--- config.mk ---
export PLATFORM = sky130hd
export DESIGN_NAME = reset_sequencer
export DESIGN_NICKNAME = d
export VERILOG_FILES = /design/src/rtl/rs_pkg.sv /design/src/rtl/rs_sync.sv /design/src/rtl/rs_glitch_filter.sv /design/src/rtl/rs_release_timer.sv /design/src/rtl/reset_sequencer.sv
export SDC_FILE = /design/constraint.sdc
export NUM_CORES = 1
export LEC_CHECK = 0
export BUFFER_PORTS_ARGS = -buffer_cell sky130_fd_sc_hd__buf_2
export CORE_ASPECT_RATIO = 1.25
export CORE_UTILIZATION = 50
export DETAILED_ROUTE_END_ITERATION = 8
export GPL_ROUTABILITY_DRIVEN = 0
export PLACE_DENSITY = 0.66
export SKIP_CTS_REPAIR_TIMING = 1
export SYNTH_ARGS = -nofsm -noshare
export SYNTH_HDL_FRONTEND = slang
export SYNTH_HIERARCHICAL = 1
export SYNTH_SLANG_ARGS = --single-unit
--- constraint.sdc ---
create_clock -name clk_ref -period 2 [get_ports clk_ref]
set_input_delay 0.2 -clock clk_ref [delete_from_list [all_inputs] [get_ports clk_ref]]
set_output_delay 0.2 -clock clk_ref [all_outputs]
set_load 0.02 [all_outputs]
--- src/rtl/rs_pkg.sv ---
package rs_pkg;

    // Three active-low reset lines, in release order.
    typedef struct packed {
        logic pll_n;
        logic chip_n;
        logic ip_n;
    } rst_vec_t;

    localparam rst_vec_t RST_ALL_HELD = '{pll_n: 1'b0, chip_n: 1'b0, ip_n: 1'b0};

endpackage

--- src/rtl/rs_sync.sv ---
module rs_sync #(
    parameter int STAGES = 2
) (
    input  logic clk,
    input  logic din,
    output logic dout
);
    logic [STAGES-1:0] sync_d;
    logic [STAGES-1:0] sync_q = '0;

    assign sync_d[0] = din;

    for (genvar g = 1; g < STAGES; g++) begin : g_stage
        assign sync_d[g] = sync_q[g-1];
    end

    always_ff @(posedge clk) begin
        sync_q <= sync_d;
    end

    assign dout = sync_q[STAGES-1];
endmodule

--- src/rtl/rs_glitch_filter.sv ---
module rs_glitch_filter #(
    parameter int GLITCH_MAX = 5
) (
    input  logic clk,
    input  logic pin_n_sync,
    output logic hold
);
    localparam int ACCEPT = GLITCH_MAX + 1;
    localparam int CW     = $clog2(ACCEPT + 1);

    typedef struct packed {
        logic [CW-1:0] low_cnt;
        logic          hold;
    } flt_t;

    flt_t st_d;
    flt_t st_q = '{low_cnt: '0, hold: 1'b1};

    always_comb begin
        st_d = st_q;
        if (!pin_n_sync) begin
            if (st_q.low_cnt != CW'(ACCEPT)) begin
                st_d.low_cnt = st_q.low_cnt + CW'(1);
            end
            if (st_d.low_cnt == CW'(ACCEPT)) begin
                st_d.hold = 1'b1;
            end
        end else begin
            st_d.low_cnt = '0;
            st_d.hold    = 1'b0;
        end
    end

    always_ff @(posedge clk) begin
        st_q <= st_d;
    end

    assign hold = st_q.hold;
endmodule

--- src/rtl/rs_release_timer.sv ---
module rs_release_timer
    import rs_pkg::*;
#(
    parameter int PLL_DLY  = 120,
    parameter int CHIP_DLY = 3336,
    parameter int IP_TAIL  = 15
) (
    input  logic     clk,
    input  logic     hold,
    output rst_vec_t rst
);
    localparam int LAST = CHIP_DLY + IP_TAIL;
    localparam int CW   = $clog2(LAST + 1);

    typedef struct packed {
        logic [CW-1:0] cnt;
        rst_vec_t      rst;
    } tmr_t;

    tmr_t st_d;
    tmr_t st_q = '0;

    always_comb begin
        st_d = st_q;
        if (hold) begin
            st_d.cnt = '0;
        end else if (st_q.cnt != CW'(LAST)) begin
            st_d.cnt = st_q.cnt + CW'(1);
        end
        st_d.rst.pll_n  = (st_d.cnt >= CW'(PLL_DLY));
        st_d.rst.chip_n = (st_d.cnt >= CW'(CHIP_DLY));
        st_d.rst.ip_n   = (st_d.cnt >= CW'(LAST));
    end

    always_ff @(posedge clk) begin
        st_q <= st_d;
    end

    assign rst = st_q.rst;
endmodule

--- src/rtl/reset_sequencer.sv ---
module reset_sequencer
    import rs_pkg::*;
#(
    parameter int SYNC_STAGES = 2,
    parameter int GLITCH_MAX  = 5,
    parameter int PLL_DLY     = 120,
    parameter int CHIP_DLY    = 3336,
    parameter int IP_TAIL     = 15
) (
    input  logic clk_ref,
    input  logic por_pin_n,
    output logic pll_rst_n,
    output logic chip_rst_n,
    output logic ip_rst_n
);
    logic     pin_sync_w;
    logic     hold_w;
    rst_vec_t rst_w;

    rs_sync #(.STAGES(SYNC_STAGES)) i_sync (
        .clk  (clk_ref),
        .din  (por_pin_n),
        .dout (pin_sync_w)
    );

    rs_glitch_filter #(.GLITCH_MAX(GLITCH_MAX)) i_filter (
        .clk        (clk_ref),
        .pin_n_sync (pin_sync_w),
        .hold       (hold_w)
    );

    rs_release_timer #(
        .PLL_DLY  (PLL_DLY),
        .CHIP_DLY (CHIP_DLY),
        .IP_TAIL  (IP_TAIL)
    ) i_timer (
        .clk  (clk_ref),
        .hold (hold_w),
        .rst  (rst_w)
    );

    assign pll_rst_n  = rst_w.pll_n;
    assign chip_rst_n = rst_w.chip_n;
    assign ip_rst_n   = rst_w.ip_n;
endmodule

==> results of run 1 <==
-- power by group through the flow --
stage                     Combinational [uW]  Clock (uW)  Sequential (uW)
final                                    532         205              708
after global routing                     594         224              732
after CTS                                524         213              701
after detailed placement                 518           0              709
after global placement                   513           0              707
after floorplan                          444           0              651
-- cells by family after synthesis --
kind of cell               share of synthesized area
adders and majority gates                     0.0366
buffers and inverters                         0.0561
DFF                                            0.410
xor gates and xnor gates                      0.0683
AOI/OAI and AO/OA                              0.121
muxes                                         0.0293
and+or+nand+nor                                0.279
-- layout make-up --
| type | count | area, um2 |
|---|---|---|
| fillers | 166 | 729 |
| multi-input cells | 80 | 561 |
| flip-flops and latches | 21 | 423 |
| repair buffers | 9 | 60.1 |
| inverters | 7 | 26.3 |
| well taps | 19 | 23.8 |
| clock buffers | 3 | 22.5 |
| clock inverters | 1 | 5.00 |
-- metal layers --
metal | vias up | global-route usage | wire length, um
li1 | 408 | - | -
met1 | 373 | 0.235 | 915
met2 | 24 | 0.344 | 937
met3 | 4 | 0.0310 | 97
met4 | 0 | 0.115 | 38
met5 | - | 0 | 0
-- Yosys cell counts, types with 2 or more instances --
| cell | number |
|---|---|
| nand2_1 | 7 |
| dfxtp_1 | 21 |
| buf_4 | 3 |
| nor3_1 | 6 |
| o21ai_0 | 4 |
| nor4_1 | 3 |
| and2_1 | 3 |
| a31oi_1 | 2 |
| nand3_1 | 4 |
| and3_2 | 2 |
| mux2i_1 | 3 |
| inv_1 | 7 |
| xor2_1 | 3 |
| nand4_1 | 2 |
| xnor2_1 | 5 |
| nor2_1 | 14 |
| ha_1 | 3 |
| o31a_1 | 3 |
| o211a_1 | 2 |
-- through the flow --
step           instances  instance area, um2
3_3_place_gp         135                1070
2_1_floorplan        113                1030
4_1_cts              139                1100
3_5_place_dp         135                1070
5_1_grt              140                1120
6_report             140                1120
-- final timing paths --
check	endpoint	slack, ps	cells past startpoint
max reg2reg	i_timer/rst[2]$_DFF_P_	120	6
min reg2reg	i_sync/sync_q[1]$_DFF_P_	350	0
max	i_timer/rst[2]$_DFF_P_	120	6
min	i_sync/sync_q[1]$_DFF_P_	350	0
-- flip-flops by register name (all words and copies together), names as in the netlist --
name,count
i_timer/st_q,12
i_filter/st_q,3
i_timer/rst,3
i_sync/sync_q,2
i_filter/hold,1
==> metrics.yaml, run 1 <==
worst_setup_path:
  worst-setup-path-type: "register to register"
  path_cells: "ha_1, nand2_1, nor4_2, xnor2_1, a31oi_1, a311o_1"
  crit_family: "simple AND/OR/NAND/NOR gates"
  start_kind: "register"
  startpoint: "i_timer/st_q[4]$_DFF_P_"
  cpMaxStageDelayCell: "dfxtp_1"
  cpPeakStageDelay_ps: 430
  end_kind: "register"
  required_ps: 2200
  critPathArrivalTime_ps: 2080
  crit_path_max_fanout: 5
  r2r_start: "i_timer/st_q[4]$_DFF_P_"
  crit_buf_inv: 0
clock_network:
  clk_pin_slew_ps: 120
  cts-htree-levels: 1
  clock-root-buffer: "clkbuf_4"
  cts.sinks: 21
  clockBufferDepth: 2
  insertion_delay_ps: 300
  numCtsBuffers: 3
  cts_tree: "yes"
timing:
  setup_ws_ps: 120
  setup_tns_ps: 0
  clock.fmax_mhz: 532
  rsz0062_at_grt: "false"
  hold_violations: 0
  skew_ps: 0.512
  fin_hold_ws_ps: 347
  setup_violations: 0
  period_minus_slack_ps: 1880
  worst_pin_slew_ps: 336
  slew_viol_final: 0
  maxSlewHeadroom: 0.775
  min_period_over_period: 0.940
power_and_ir_drop:
  switching_share: 0.405
  comb_power_share: 0.368
  internal_power_uw: 859
  power.switching_uw: 586
  power.share.clock: 0.142
  leakagePower_uw: 0.000450
  powerDensity_mw_per_mm2: 1290
  power.total_uw: 1450
  pwr-share-seq: 0.490
  irDropWorstVdd_mv: 0.717
logic_synthesis:
  yosys_register_bits: 21
  synth_cell_types: 35
  synth_top_area_cell: "dfxtp_1"
  mappedNetlistNets: 118
  yosysTopAreaCellShare: 0.410
  synth.avg_cell_area_um2: 9.08
  synth_flop_cell: "dfxtp_1"
  synth_warnings: 6
  synth-edff-count: 0
  synth_area_mm2: 0.00103
  synthArstFlopShare: 0
  synth_cells: 113
  ys_seq_area_frac: 0.410
  synth_area_leaders: "dfxtp_1 41%, nor2_1 5.1%, xnor2_1 4.3%, ha_1 3.7%, mux2i_1 2.9%"
detailed_routing:
  drt_iter0_markers: 29
  via_per_inst: 5.78
  routed_wl_um: 1990
  drt_pass1_iterations: 4
  postRouteAntennaNets: 0
  vias: 809
  wl_per_cell_um: 14.2
  drc: 0
final_layout:
  layout.nets: 127
  final_cell_mix: "19 x dfxtp_1, 14 x nor2_1, 7 x inv_1, 7 x nand2_1, 6 x nor3_1"
  layout-drive-gt1-share: 0.207
  diodes: 0
  syn_to_final_growth_pct: 9.27
  fin_util: 0.606
  final_common_cell: "dfxtp_1"
hold_path:
  min-delay-path-class: "register to register"
  worstHoldStart: "i_sync/sync_q[0]$_DFF_P_"
global_routing:
  track_usage: 0.200
  grt_start_max_net_pins: 13
  grt_pass1_wl_um: 3360
  grt_pass1_vias: 772
  overflow: 0
  antenna_found_initial: 0
placed_design:
  place_worst_setup_slack_ps: 85.5
  placement.io_buffers: 4
  dpl.hpwl_um: 1490
floorplanning:
  core_mm2: 0.00185
  die_x_um: 42.5
  io_pins: 5
  start_util: 0.554
  dieArea_mm2: 0.00224
  fp.dieH_um: 52.6
  rows: 17
job:
  cap_violations: 0
run_status:
  status: "finished, final reports clean"
(Power assumes the default switching activity.)
==> run 2, diff against run 1 <==
BUFFER_PORTS_ARGS = not set   (was -buffer_cell sky130_fd_sc_hd__buf_2)
DONT_BUFFER_PORTS = 1   (was not set)
PLACE_DENSITY = 0.64   (was 0.66)
==> run 2 against run 1 <==
Against the previous run:
- routed wire length rose by 2.0%
- clock power decreased by 3%
- largest cell class unchanged
- final area is 0.45% higher
- highest routed layer unchanged
- critical path depth shrank 1
- sequential power fell by 2%
==> metrics.yaml, run 2 (synthesis results as in run 1) <==
final_layout:
  layout-drive-gt1-share: 0.210
  finalInstanceArea_mm2: 0.00113
  final_common_cell: "dfxtp_1"
  largest-register: "i_timer/st_q"
  num-fill-cells: 169
  diodes: 0
  final_cell_mix: "18 x dfxtp_1, 14 x nor2_1, 7 x inv_1, 7 x nand2_1"
  layout.nets: 125
  ff_latch_area_um2: 424
  largest_reg_flops: 12
  syn_to_final_growth_pct: 9.76
  multiInputGateArea_um2: 571
power_and_ir_drop:
  pwr-share-seq: 0.472
  power.total_uw: 1470
  irDropWorstVdd_mv: 0.797
  switching_share: 0.400
  internal_power_uw: 882
  comb_power_share: 0.393
  powerDensity_mw_per_mm2: 1310
  power.switching_uw: 588
  power.share.clock: 0.135
  leakagePower_uw: 0.000439
worst_setup_path:
  required_ps: 2190
  end_kind: "register"
  crit_path_max_fanout: 6
  worst-setup-path-type: "register to register"
  critPathArrivalTime_ps: 2130
  start_kind: "register"
global_routing:
  grt_pass1_vias: 714
  track_usage: 0.197
  overflow: 0
  antenna_found_initial: 0
  grt_start_max_net_pins: 16
  grt_pass1_wl_um: 3230
timing:
  setup_violations: 0
  maxSlewHeadroom: 0.737
  min_period_over_period: 0.966
  slew_viol_final: 0
  worst_pin_slew_ps: 391
  fin_hold_ws_ps: 345
  skew_ps: 7.84
  hold_violations: 0
  clock.fmax_mhz: 518
  period_minus_slack_ps: 1930
floorplanning:
  rows: 17
  fp.dieH_um: 52.6
  start_util: 0.554
  dieArea_mm2: 0.00224
  die_x_um: 42.5
  io_pins: 5
  core_mm2: 0.00185
detailed_routing:
  wl_per_cell_um: 14.7
  postRouteAntennaNets: 0
  routed_wl_um: 2030
  drt_iter0_markers: 14
  drc: 0
  drt_pass1_iterations: 4
  vias: 847
  via_per_inst: 6.14
clock_network:
  numCtsBuffers: 3
  insertion_delay_ps: 300
  cts_tree: "yes"
  clk_pin_slew_ps: 110
  clockBufferDepth: 2
  cts.sinks: 21
  cts-htree-levels: 1
  clock-root-buffer: "clkbuf_4"
placed_design:
  placement.io_buffers: 0
  post_dp_cell_area_mm2: 0.00106
  dpl.hpwl_um: 1460
job:
  cap_violations: 0
run_status:
  status: "finished, final reports clean"
hold_path:
  min-delay-path-class: "register to register"
==> run 2: routing by layer <==
metal  share of wire  wire (um)  track usage
met3           0.031         62       0.0483
met5               0          0            0
met4           0.037         76       0.0938
met1            0.45        916        0.230
met2            0.48        973        0.336
==> run 2: per-stage QoR <==
step	utilization	cells	worst slack [ps]	setup TNS, ps
after CTS	0.589	137	38.2	0
after global routing	0.609	138	-3.57	-3.57
after floorplan	-	113	197	0
after detailed placement	0.575	133	81.7	0
final	0.609	138	67.7	0
after global placement	0.575	133	61.7	0
==> run 2: cell type report <==
cell class / instances / share of cell area
inverter: 7 / 0.0233
timing repair buffer: 7 / 0.0489
sequential: 21 / 0.377
clock buffer: 4 / 0.0233
multi-input combinational: 80 / 0.507
tap: 19 / 0.0211
==> run 2: final timing paths <==
path	endpoint	slack [ps]	cells after the start	start
setup reg to reg	i_timer/rst[1]$_DFF_P_	70	5	i_timer/st_q[10]$_DFF_P_
hold reg to reg	i_sync/sync_q[1]$_DFF_P_	340	0	i_sync/sync_q[0]$_DFF_P_
hold / removal	i_sync/sync_q[1]$_DFF_P_	340	0	i_sync/sync_q[0]$_DFF_P_
setup / recovery	i_timer/rst[1]$_DFF_P_	70	5	i_timer/st_q[10]$_DFF_P_
==> run 2: critical path, cell delays in order (launching register included) <==
cell and delay (ps):
dfxtp_1 380, or4b_4 590, nor3_1 140, o21ai_0 190
and2_1 220, o31a_1 300
==> run 2: power by group through the flow <==
| stage | logic [uW] | clock network, uW | registers, uW |
|---|---|---|---|
| floorplan | 444 | 0 | 651 |
| global placement | 546 | 0 | 686 |
| detailed placement | 552 | 0 | 692 |
| CTS | 558 | 206 | 682 |
| global route | 636 | 224 | 717 |
| finish | 577 | 198 | 694 |
